--- src/rtl/dps_pkg.sv ---
package dps_pkg;

   typedef enum logic [2:0] {
      CK_IDLE,
      CK_PRE,
      CK_SFD,
      CK_HDR,
      CK_DATA,
      CK_FCS
   } chk_state_t;

   localparam logic [7:0]  PRE_BYTE   = 8'h55;
   localparam logic [7:0]  DELIM_BYTE = 8'hD5;
   localparam logic [31:0] CRC_PRESET = 32'hFFFF_FFFF;

   function automatic logic [31:0] bit_reverse32(input logic [31:0] v);
      logic [31:0] r;
      for (int i = 0; i < 32; i++) r[i] = v[31-i];
      return r;
   endfunction

endpackage

--- src/rtl/dps_crc_unit.sv ---
module dps_crc_unit #(
   parameter bit          REFLECTED = 1'b1,
   parameter logic [31:0] POLY      = 32'h04C1_1DB7,
   parameter logic [31:0] RESIDUE   = REFLECTED ? 32'hDEBB_20E3 : 32'hC704_DD7B
) (
   input  logic       clk,
   input  logic       rst_n,
   input  logic       clr,
   input  logic       en,
   input  logic [7:0] data,
   output logic       residue_hit
);
   import dps_pkg::*;

   logic [31:0] crc_q;
   logic [31:0] crc_next;

   generate
      if (REFLECTED) begin : g_lsb_first
         localparam logic [31:0] POLY_R = bit_reverse32(POLY);
         always_comb begin
            logic [31:0] c;
            c = crc_q;
            for (int i = 0; i < 8; i++)
               c = (c[0] ^ data[i]) ? ((c >> 1) ^ POLY_R) : (c >> 1);
            crc_next = c;
         end
      end else begin : g_msb_first
         always_comb begin
            logic [31:0] c;
            c = crc_q;
            for (int i = 0; i < 8; i++)
               c = (c[31] ^ data[7-i]) ? ((c << 1) ^ POLY) : (c << 1);
            crc_next = c;
         end
      end
   endgenerate

   always_ff @(posedge clk or negedge rst_n) begin
      if (!rst_n)   crc_q <= CRC_PRESET;
      else if (clr) crc_q <= CRC_PRESET;
      else if (en)  crc_q <= crc_next;
   end

   assign residue_hit = (crc_next == RESIDUE);

   // a clear always leaves the register at the preset
   p_clear_preset_r4: assert property (@(posedge clk) disable iff (!rst_n)
      clr |=> (crc_q == CRC_PRESET));

endmodule

--- src/rtl/dps_frame_checker.sv ---
module dps_frame_checker #(
   parameter int PRE_LEN       = 7,
   parameter int ADDR_BYTES    = 6,
   parameter int LEN_BYTES     = 2,
   parameter int MIN_DATA      = 46,
   parameter int MAX_DATA      = 1500,
   parameter int FCS_BYTES     = 4,
   parameter bit LEN_CHECK_EN  = 1'b1,
   parameter bit CRC_REFLECTED = 1'b1
) (
   input  logic       clk,
   input  logic       rst_n,
   input  logic       in_valid,
   input  logic       in_sof,
   input  logic [7:0] in_data,
   output logic       frame_done,
   output logic       frame_ok
);
   import dps_pkg::*;

   localparam int CNT_W   = 16;
   localparam int HDR_LEN = 2 * ADDR_BYTES + LEN_BYTES;

   generate
      if (PRE_LEN < 2)             begin : g_bad_pre  $error("PRE_LEN must be at least 2"); end
      if (LEN_BYTES != 2)          begin : g_bad_lenb $error("LEN_BYTES must be 2"); end
      if (MAX_DATA >= (1 << CNT_W)) begin : g_bad_max  $error("MAX_DATA exceeds counter"); end
      if (MIN_DATA > MAX_DATA)     begin : g_bad_min  $error("MIN_DATA above MAX_DATA"); end
      if (FCS_BYTES != 4)          begin : g_bad_fcs  $error("FCS_BYTES must be 4"); end
   endgenerate

   chk_state_t st_q, st_d;
   logic [CNT_W-1:0] cnt_q, cnt_d;
   logic [CNT_W-1:0] len_q, len_d;
   logic [7:0]       hi_q, hi_d;
   logic             done_d, ok_d;
   logic             crc_clr, crc_en, crc_hit;
   logic [CNT_W-1:0] len_val;
   logic             len_bad;

   assign len_val = {hi_q, in_data};

   generate
      if (LEN_CHECK_EN) begin : g_len_range
         assign len_bad = (len_val < CNT_W'(MIN_DATA)) || (len_val > CNT_W'(MAX_DATA));
      end else begin : g_len_free
         assign len_bad = 1'b0;
      end
   endgenerate

   dps_crc_unit #(.REFLECTED(CRC_REFLECTED)) u_crc (
      .clk         (clk),
      .rst_n       (rst_n),
      .clr         (crc_clr),
      .en          (crc_en),
      .data        (in_data),
      .residue_hit (crc_hit)
   );

   always_comb begin
      st_d    = st_q;
      cnt_d   = cnt_q;
      len_d   = len_q;
      hi_d    = hi_q;
      done_d  = 1'b0;
      ok_d    = 1'b0;
      crc_clr = 1'b0;
      crc_en  = 1'b0;
      if (st_q == CK_IDLE || (in_valid && in_sof)) begin
         if (st_q != CK_IDLE) done_d = 1'b1;
         if (in_valid && in_sof) begin
            if (in_data == PRE_BYTE) begin
               st_d  = CK_PRE;
               cnt_d = CNT_W'(1);
            end else begin
               st_d   = CK_IDLE;
               done_d = 1'b1;
            end
         end
      end else if (!in_valid) begin
         st_d   = CK_IDLE;
         done_d = 1'b1;
      end else begin
         case (st_q)
            CK_PRE: begin
               if (in_data != PRE_BYTE) begin
                  st_d   = CK_IDLE;
                  done_d = 1'b1;
               end else if (cnt_q == CNT_W'(PRE_LEN - 1)) begin
                  st_d  = CK_SFD;
                  cnt_d = '0;
               end else begin
                  cnt_d = cnt_q + 1'b1;
               end
            end
            CK_SFD: begin
               if (in_data != DELIM_BYTE) begin
                  st_d   = CK_IDLE;
                  done_d = 1'b1;
               end else begin
                  st_d    = CK_HDR;
                  cnt_d   = '0;
                  crc_clr = 1'b1;
               end
            end
            CK_HDR: begin
               crc_en = 1'b1;
               if (cnt_q == CNT_W'(HDR_LEN - 2)) hi_d = in_data;
               if (cnt_q == CNT_W'(HDR_LEN - 1)) begin
                  cnt_d = '0;
                  len_d = len_val;
                  if (len_bad) begin
                     st_d   = CK_IDLE;
                     done_d = 1'b1;
                  end else if (len_val == '0) begin
                     st_d = CK_FCS;
                  end else begin
                     st_d = CK_DATA;
                  end
               end else begin
                  cnt_d = cnt_q + 1'b1;
               end
            end
            CK_DATA: begin
               crc_en = 1'b1;
               if (cnt_q == len_q - 1'b1) begin
                  st_d  = CK_FCS;
                  cnt_d = '0;
               end else begin
                  cnt_d = cnt_q + 1'b1;
               end
            end
            CK_FCS: begin
               crc_en = 1'b1;
               if (cnt_q == CNT_W'(FCS_BYTES - 1)) begin
                  st_d   = CK_IDLE;
                  done_d = 1'b1;
                  ok_d   = crc_hit;
               end else begin
                  cnt_d = cnt_q + 1'b1;
               end
            end
            default: begin
               st_d = CK_IDLE;
            end
         endcase
      end
   end

   always_ff @(posedge clk or negedge rst_n) begin
      if (!rst_n) begin
         st_q       <= CK_IDLE;
         cnt_q      <= '0;
         len_q      <= '0;
         hi_q       <= '0;
         frame_done <= 1'b0;
         frame_ok   <= 1'b0;
      end else begin
         st_q       <= st_d;
         cnt_q      <= cnt_d;
         len_q      <= len_d;
         hi_q       <= hi_d;
         frame_done <= done_d;
         frame_ok   <= ok_d;
      end
   end

   // losing valid inside a frame yields a failing verdict next cycle
   p_valid_loss_r10: assert property (@(posedge clk) disable iff (!rst_n)
      (st_q != CK_IDLE && !in_valid) |=> (frame_done && !frame_ok));

   // a fresh start inside a frame yields a failing verdict next cycle
   p_restart_abort_r11: assert property (@(posedge clk) disable iff (!rst_n)
      (st_q != CK_IDLE && in_valid && in_sof) |=> (frame_done && !frame_ok));

   // a pass is only ever reported together with a verdict pulse
   p_ok_with_done_r5: assert property (@(posedge clk) disable iff (!rst_n)
      frame_ok |-> frame_done);

   // an idle checker without a start produces no verdict
   p_idle_quiet_r12: assert property (@(posedge clk) disable iff (!rst_n)
      (st_q == CK_IDLE && !(in_valid && in_sof)) |=> !frame_done);

   // an out-of-range length ends the frame as a failure
   p_length_reject_r3: assert property (@(posedge clk) disable iff (!rst_n)
      (st_q == CK_HDR && in_valid && !in_sof && cnt_q == CNT_W'(HDR_LEN - 1) && len_bad)
      |=> (frame_done && !frame_ok && st_q == CK_IDLE));

endmodule

--- src/rtl/dps_path_select.sv ---
module dps_path_select #(
   parameter int NUM_PATHS = 2
) (
   input  logic                 clk,
   input  logic                 rst_n,
   input  logic [NUM_PATHS-1:0] done,
   input  logic [NUM_PATHS-1:0] ok,
   output logic                 sel_q,
   output logic [NUM_PATHS-1:0] led
);
   generate
      if (NUM_PATHS != 2) begin : g_bad_paths $error("exactly two paths supported"); end
   endgenerate

   logic [NUM_PATHS-1:0] good_q;
   logic [NUM_PATHS-1:0] fresh_good;
   logic                 act_fail;
   logic                 peer_good;

   generate
      for (genvar p = 0; p < NUM_PATHS; p++) begin : g_status
         assign fresh_good[p] = done[p] ? ok[p] : good_q[p];
         assign led[p]        = (sel_q == p[0]);
      end
   endgenerate

   assign act_fail  = done[sel_q] && !ok[sel_q];
   assign peer_good = fresh_good[!sel_q];

   always_ff @(posedge clk or negedge rst_n) begin
      if (!rst_n) begin
         good_q <= '0;
         sel_q  <= 1'b0;
      end else begin
         for (int p = 0; p < NUM_PATHS; p++)
            if (done[p]) good_q[p] <= ok[p];
         if (act_fail && peer_good) sel_q <= !sel_q;
      end
   end

   // without a failing verdict on the active path the selection holds
   p_hold_no_fail_r8: assert property (@(posedge clk) disable iff (!rst_n)
      !(done[sel_q] && !ok[sel_q]) |=> $stable(sel_q));

   // a newly chosen path always has a good latest verdict
   p_switch_to_good_r7: assert property (@(posedge clk) disable iff (!rst_n)
      (sel_q != $past(sel_q)) |-> good_q[sel_q]);

endmodule

--- src/rtl/dps_selector.sv ---
module dps_selector #(
   parameter int PRE_LEN       = 7,
   parameter int ADDR_BYTES    = 6,
   parameter int MIN_DATA      = 46,
   parameter int MAX_DATA      = 1500,
   parameter bit LEN_CHECK_EN  = 1'b1,
   parameter bit CRC_REFLECTED = 1'b1
) (
   input  logic       clk,
   input  logic       rst_n,
   input  logic       pa_valid,
   input  logic       pa_sof,
   input  logic [7:0] pa_data,
   input  logic       pb_valid,
   input  logic       pb_sof,
   input  logic [7:0] pb_data,
   output logic       sel_b,
   output logic [1:0] path_led,
   output logic [1:0] frame_done,
   output logic [1:0] frame_ok
);
   localparam int NP = 2;

   logic [NP-1:0] v_in;
   logic [NP-1:0] s_in;
   logic [7:0]    d_in [NP];

   assign v_in    = {pb_valid, pa_valid};
   assign s_in    = {pb_sof, pa_sof};
   assign d_in[0] = pa_data;
   assign d_in[1] = pb_data;

   generate
      for (genvar p = 0; p < NP; p++) begin : g_path
         dps_frame_checker #(
            .PRE_LEN       (PRE_LEN),
            .ADDR_BYTES    (ADDR_BYTES),
            .LEN_BYTES     (2),
            .MIN_DATA      (MIN_DATA),
            .MAX_DATA      (MAX_DATA),
            .FCS_BYTES     (4),
            .LEN_CHECK_EN  (LEN_CHECK_EN),
            .CRC_REFLECTED (CRC_REFLECTED)
         ) u_chk (
            .clk        (clk),
            .rst_n      (rst_n),
            .in_valid   (v_in[p]),
            .in_sof     (s_in[p]),
            .in_data    (d_in[p]),
            .frame_done (frame_done[p]),
            .frame_ok   (frame_ok[p])
         );
      end
   endgenerate

   dps_path_select #(.NUM_PATHS(NP)) u_sel (
      .clk   (clk),
      .rst_n (rst_n),
      .done  (frame_done),
      .ok    (frame_ok),
      .sel_q (sel_b),
      .led   (path_led)
   );

endmodule

--- config.mk ---
export PLATFORM = sky130hd
export DESIGN_NAME = dps_selector
export DESIGN_NICKNAME = d
export VERILOG_FILES = /design/src/rtl/dps_pkg.sv /design/src/rtl/dps_crc_unit.sv /design/src/rtl/dps_frame_checker.sv /design/src/rtl/dps_path_select.sv /design/src/rtl/dps_selector.sv
export SDC_FILE = /design/constraint.sdc
export NUM_CORES = 1
export LEC_CHECK = 0
export BUFFER_PORTS_ARGS = -buffer_cell sky130_fd_sc_hd__buf_2
export CORE_ASPECT_RATIO = 1.5
export CORE_MARGIN = 3
export CORE_UTILIZATION = 55
export CTS_BUF_LIST = sky130_fd_sc_hd__clkbuf_16
export DETAILED_ROUTE_END_ITERATION = 16
export PLACE_DENSITY = 0.72
export SLEW_MARGIN = 20
export SYNTH_ARGS = -nofsm -noshare
export SYNTH_HDL_FRONTEND = slang
export SYNTH_SLANG_ARGS = --single-unit
--- constraint.sdc ---
create_clock -name clk -period 3.55 [get_ports clk]
set_clock_uncertainty 0.1 [all_clocks]
set_input_delay 0.1775 -clock clk [delete_from_list [all_inputs] [get_ports clk]]
set_output_delay 0.1775 -clock clk [all_outputs]
set_load 0.01 [all_outputs]
# Yosys cells after proc, flatten, opt, wreduce, memory -nomap -nowiden
# Index checks and enable logic that the tools add are counted.
# word_totals
reg_bits	157
latchBits	0
ramBits	0
rom_bits	0
inputBits	22
output_inout_bits	7
word_cells	259
mem_count	0
# classes
addsub	4
mul	0
div_mod_pow	0
magnitude_cmp	6
n_eq_ne	46
n_shift	0
muxes	120
n_bitwise	35
reduce_logical	32
# op_table
cell	n
32-bit two-way mux	20
16-bit two-way mux	20
13-bit inverter with 14-bit output	16
16-bit case mux with 5 select lines	2
16-bit by 4-bit == test with 1-bit output (second input constant)	4
32-bit == test (second input constant)	2
1-bit two-way mux	54
3-bit two-way mux	18
16-bit by 1-bit adder with 16-bit output (second input constant)	2
16-bit == test	2
16-bit by 2-bit == test with 1-bit output (second input constant)	2
16-bit by 3-bit == test with 1-bit output (second input constant)	2
16-bit by 11-bit greater-than comparator with 1-bit output (second input constant)	2
16-bit logical NOT	2
16-bit by 6-bit less-than comparator with 1-bit output (second input constant)	2
16-bit by 1-bit subtractor with 16-bit output (second input constant)	2
3-bit case mux with 5 select lines	2
4-bit by 2-bit != test with 1-bit output (second input constant)	6
3-bit by 2-bit != test with 1-bit output (second input constant)	6
8-bit by 7-bit == test with 1-bit output (second input constant)	2
8-bit by 7-bit != test with 1-bit output (second input constant)	2
8-bit != test (second input constant)	2
4-bit AND reduction	4
1-bit XOR	16
other kinds (20)	51

# Longest topological paths before layout
# depth
depth_word	21
ltp_mapped	12
ltp_nobuf	10

# Hierarchy
# From an unflattened synthesis, not the netlist that was laid out.
# hier_totals
hier_cells	1224
hier_area_um2	11607.4
# modules_own_cells
mod	n_inst	cells_per_inst	area_per_inst_um2	seq_area_each_um2
dps_frame_checker at g_path[0].u_chk	1	348	3241.9	1126.1
dps_frame_checker at g_path[1].u_chk	1	372	3235.6	1126.1
dps_crc_unit at g_path[0].u_chk.u_crc	1	239	2557.5	840.8
dps_crc_unit at g_path[1].u_chk.u_crc	1	253	2422.3	840.8
dps_path_select	1	12	150.1	75.1

# Worst setup path before layout
# No wires, ideal clock.
# synth_timing
kind	reg2reg
start	register g_path[0].u_chk.len_q[0]
end	register g_path[0].u_chk.cnt_q[15]
setup_time_ns	0.124
arrival_time_ns	2.876
required_time_ns	3.326
slack_ns	0.450
path_stages_with_launch	10
n_path_buf	1
synth_period_minus_slack_ns	3.100
cell_sequence	dfrtp_1 or4_4 or3_4 a2111oi_4 o2111ai_1 or4_1 buf_2 nand2_4 nor4_2 a211o_1
# synth_between
elab_chain_cells	6
# synth_lines
item	line_no	source
start, declared	dps_frame_checker.sv:34	logic [CNT_W-1:0] len_q, len_d;
start signal, assigned	dps_frame_checker.sv:161	len_q <= len_d;
16-bit by 1-bit subtractor with 16-bit output	dps_frame_checker.sv:126	if (cnt_q == len_q - 1'b1) begin
16-bit == test	dps_frame_checker.sv:126	
16-bit two-way mux	dps_frame_checker.sv:126	
16-bit case mux with 5 select lines	dps_frame_checker.sv:84	case (st_q)
16-bit two-way mux	dps_frame_checker.sv:80	end else if (!in_valid) begin
16-bit two-way mux	dps_frame_checker.sv:69	if (st_q == CK_IDLE || (in_valid && in_sof)) begin
end signal, assigned	dps_frame_checker.sv:160	cnt_q <= cnt_d;
end, declared	dps_frame_checker.sv:33	logic [CNT_W-1:0] cnt_q, cnt_d;
# No other way between the ends. The select of a mux whose other input is x is not followed.
# A chain may end at the register's enable or synchronous reset.

# Final worst setup path
# layout_timing
start	register g_path[0].u_chk.len_q[2]
end	register g_path[0].u_chk.cnt_q[15]
# Same word-level chain as after synthesis.

==> results.json <==
{
  "status": "completed",
  "design_area_um2": 11700,
  "start_kind": "flip-flop",
  "syn_avg_cell_area_um2": 9.04,
  "port_buffers": 28,
  "clock_power_share_pct": 34.7,
  "grt_first_pass_wirelength_um": 44300,
  "synth_top_family_by_area": "simple AND/OR/NAND/NOR gates",
  "synth_fa_ha_area_share_pct": 1.43,
  "avgRoutedWirePerCell_um": 18.2,
  "viasPerCell": 5.93,
  "cts_tree": "done",
  "p_seq_share_pct": 39.6,
  "cts-root-buf": "clkbuf_16",
  "finalWorstSetupSlack_ns": 0.191,
  "finalSetupViolCount": 0,
  "synth_area_um2": 10500,
  "gp_congestion": 0.888,
  "power.total_mw": 5.10,
  "row_count": 61,
  "synth_enable_flop_cells": 0,
  "htree_levels": 4,
  "die_area_um2": 20900,
  "antennaDiodeCount": 0,
  "post-route-drc-count": 0,
  "grt_max_degree": 98,
  "grt_setup_unrepaired": "no",
  "ir_drop_uv": 279,
  "path_class": "reg2reg",
  "relSlewSlack_pct": 31.8,
  "setup_tns_ns": 0,
  "insertion_delay_ns": 0.42,
  "ys_types": 74,
  "ys_warn_count": 0,
  "yosys_most_used_dff": "dfrtp_1",
  "die_w_um": 119,
  "synth_top_cell_by_area": "dfrtp_1",
  "critPathMaxStageDelay_ns": 0.70,
  "cts_buffers": 17,
  "track_usage_pct": 26.3,
  "synth_compound_area_share_pct": 13.7,
  "ys_seq_area_share_pct": 38.1,
  "power.density_nw_per_um2": 434,
  "drv_cap": 0,
  "place_ws_ns": 0.207,
  "dpl_cell_area_um2": 11100,
  "nets": 1241,
  "swShare_pct": 31.4,
  "synthTopCellsByArea": "dfrtp_1 (22%), dfstp_2 (16%), xnor2_1 (9.7%)",
  "crit_path_end_kind": "flip-flop",
  "fillCellCount": 1607,
  "hold_viol": 0,
  "ys_seq_elements": 157,
  "core_um2": 18700,
  "clkTransAtPathRegs_ns": 0.07,
  "antenna_found_initial": 0,
  "yosys.area_share.simple_pct": 22.2,
  "intPower_mw": 3.50,
  "synthArstFlopShare_pct": 100,
  "cp_cell_sequence": "or4_4, or3_4, a2111oi_4, o2111ai_1, or4_1, nand2_4, nor4_2, a211o_1",
  "period_minus_slack_ns": 3.36,
  "synthXorXnorAreaFrac_pct": 15.6,
  "finalWirelength_um": 26800,
  "cp.arrival_ns": 3.57,
  "critPathRequiredTime_ns": 3.76,
  "power.switching_mw": 1.60,
  "final_layout_size_suffix_gt1_share_pct": 19.9,
  "start_util_pct": 56.3,
  "cellLeakagePower_nw": 4.93,
  "firstDrtPassIters": 5,
  "place_hpwl_um": 19900,
  "io_pins": 29,
  "syn2layout_area_growth_pct": 11.6,
  "slew_violations": 0,
  "overflow": 0,
  "cts.sinks": 157,
  "cts.path.max_buffers": 2,
  "num_vias": 8734,
  "synthMuxAreaShare_pct": 5.79,
  "die_h_um": 175,
  "synth_nets": 1198,
  "finalCritPeriodShare_pct": 94.6,
  "drt_iter0_drc": 597,
  "hold_class": "in2reg",
  "grt_pass1_vias": 8724,
  "critPathMaxFanout": 7,
  "fmax_ghz": 0.298,
  "worst_pin_slew_ns": 1.02,
  "netlist.area_leader.share_pct": 22.1,
  "slowest_stage": "or4_1",
  "detail-route-antenna-nets": 0,
  "synthCells": 1164,
  "comb_power_share_pct": 25.7
}
==> sequential cells by signal (all words and copies together) (netlist names) <==
register / flops
g_path.u_chk.len_q: 32
g_path.u_chk.frame_ok: 2
u_sel.good_q: 2
u_sel.sel_q: 1
g_path.u_chk.st_q: 6
g_path.u_chk.cnt_q: 32
g_path.u_chk.frame_done: 2
g_path.u_chk.u_crc.crc_q: 64
g_path.u_chk.hi_q: 16
==> cells in the final DEF (no fill, tap or decap), types with 8 or more instances in the layout <==
cell and count:
nor2_1 112, nand3_1 40, and3_1 21, nand3b_1 9, xor2_1 53, nand2b_1 16, o21ai_0 73, xnor2_1 117
nand4_1 10, or3_1 8, dlygate4sd3_1 9, dfstp_2 64, nor2b_1 18, dfrtp_1 93, inv_1 30, buf_2 27
a31oi_1 42, mux2i_1 8, mux2_2 47, a21oi_1 50, nor3_1 48, or4_1 10, nor4_1 22, a21o_1 8
nand2_1 88, clkbuf_16 17, ha_1 12, buf_4 41
==> path summary, 6_finish.rpt <==
kind,from,endpoint,slack [ns],depth (start not counted)
max reg2reg,g_path[0].u_chk.len_q[2],g_path[0].u_chk.cnt_q[15],0.19,8
max,g_path[0].u_chk.len_q[2],g_path[0].u_chk.cnt_q[15],0.19,8
min in group asynchronous,rst_n,g_path[1].u_chk.hi_q[6],0.31,2
min,pb_data[4],g_path[1].u_chk.len_q[4],0.01,3
max in group asynchronous,rst_n,g_path[1].u_chk.u_crc.crc_q[25],2.07,3
min reg2reg,g_path[0].u_chk.u_crc.crc_q[24],g_path[0].u_chk.u_crc.crc_q[24],0.37,2
==> synth_stat cells (4+ instances only) <==
library cell / n
or4_1: 10
inv_1: 25
a221o_1: 4
nand2_1: 89
ha_1: 12
dfstp_2: 64
a21o_1: 8
xnor2_2: 6
mux2i_1: 8
or3b_2: 4
nand2b_1: 16
nor2b_1: 18
nor3b_1: 6
or3_1: 8
xnor2_1: 117
a31oi_1: 42
a21oi_1: 50
nor3_1: 48
clkbuf_1: 44
nand3b_1: 9
and3_1: 21
or2_2: 5
buf_4: 5
nand4_1: 10
a22o_1: 7
dfrtp_1: 93
nor4_1: 24
mux2_2: 47
and2_1: 7
buf_2: 4
o2111ai_1: 5
o21a_1: 4
nand3_1: 40
o21ai_0: 73
xor2_1: 53
a2111oi_0: 5
nor2_1: 112
==> power by group through the flow <==
| stage | clock, mW | sequential [mW] | combinational [mW] |
|---|---|---|---|
| 2_1_floorplan | 0 | 2.01 | 0.983 |
| 3_3_place_gp | 0 | 2.04 | 1.29 |
| 5_1_grt | 1.88 | 2.03 | 1.46 |
| 3_5_place_dp | 0 | 2.04 | 1.30 |
| 6_report | 1.77 | 2.02 | 1.31 |
| 4_1_cts | 1.80 | 2.02 | 1.31 |
==> routing by layer <==
metal / global-route usage (%) / wire [um]
met1: 29.9 / 10700
met2: 47.9 / 14200
met3: 3.93 / 747
met4: 12.4 / 1100
met5: 0 / 0
==> layout make-up <==
class	instances	area (um2)	area share [%]
Clock inverter	15	138	1.17
Multi-Input combinational cell	927	6210	52.9
Tap cell	252	315	2.69
Inverter	26	97.6	0.831
Sequential cell	157	4010	34.2
Timing Repair Buffer	78	544	4.64
Clock buffer	17	425	3.62
==> worst max-delay path: cells and delay by family (launching register included) <==
family	cells	cell delay (ns)
and+or+nand+nor	5	1.87
AOI/OAI and AO/OA	3	0.81
DFF	1	0.47
==> metrics by stage <==
stage	utilization, %	hold WS, ns	instances
after CTS	62.7	0.00545	1471
after floorplan	-	-0.218	1164
after detailed placement	59.2	0.222	1430
after global routing	62.8	0.00959	1472
final	62.8	0.0110	1472
after global placement	59.2	0.220	1430
==> logic make-up (layout without fill, tap and decap cells) <==
| family | Yosys count | count (layout) |
|---|---|---|
| buffers and inverters | 80 | 136 |
| xor gates and xnor gates | 179 | 179 |
| adders and majority gates | 12 | 12 |
| DFF | 157 | 157 |
| muxes | 55 | 55 |
| AOI/OAI and AO/OA | 230 | 230 |
| and+or+nand+nor | 451 | 451 |
==> what timing repair did <==
action                                 in CTS  in global routing
resized for setup                           0                  2
setup endpoints to repair                   0                  5
setup buffers                               0                  1
hold buffers                                9                  0
endpoints found under the hold margin      55                  0
Power figures use the tool's default switching activity.
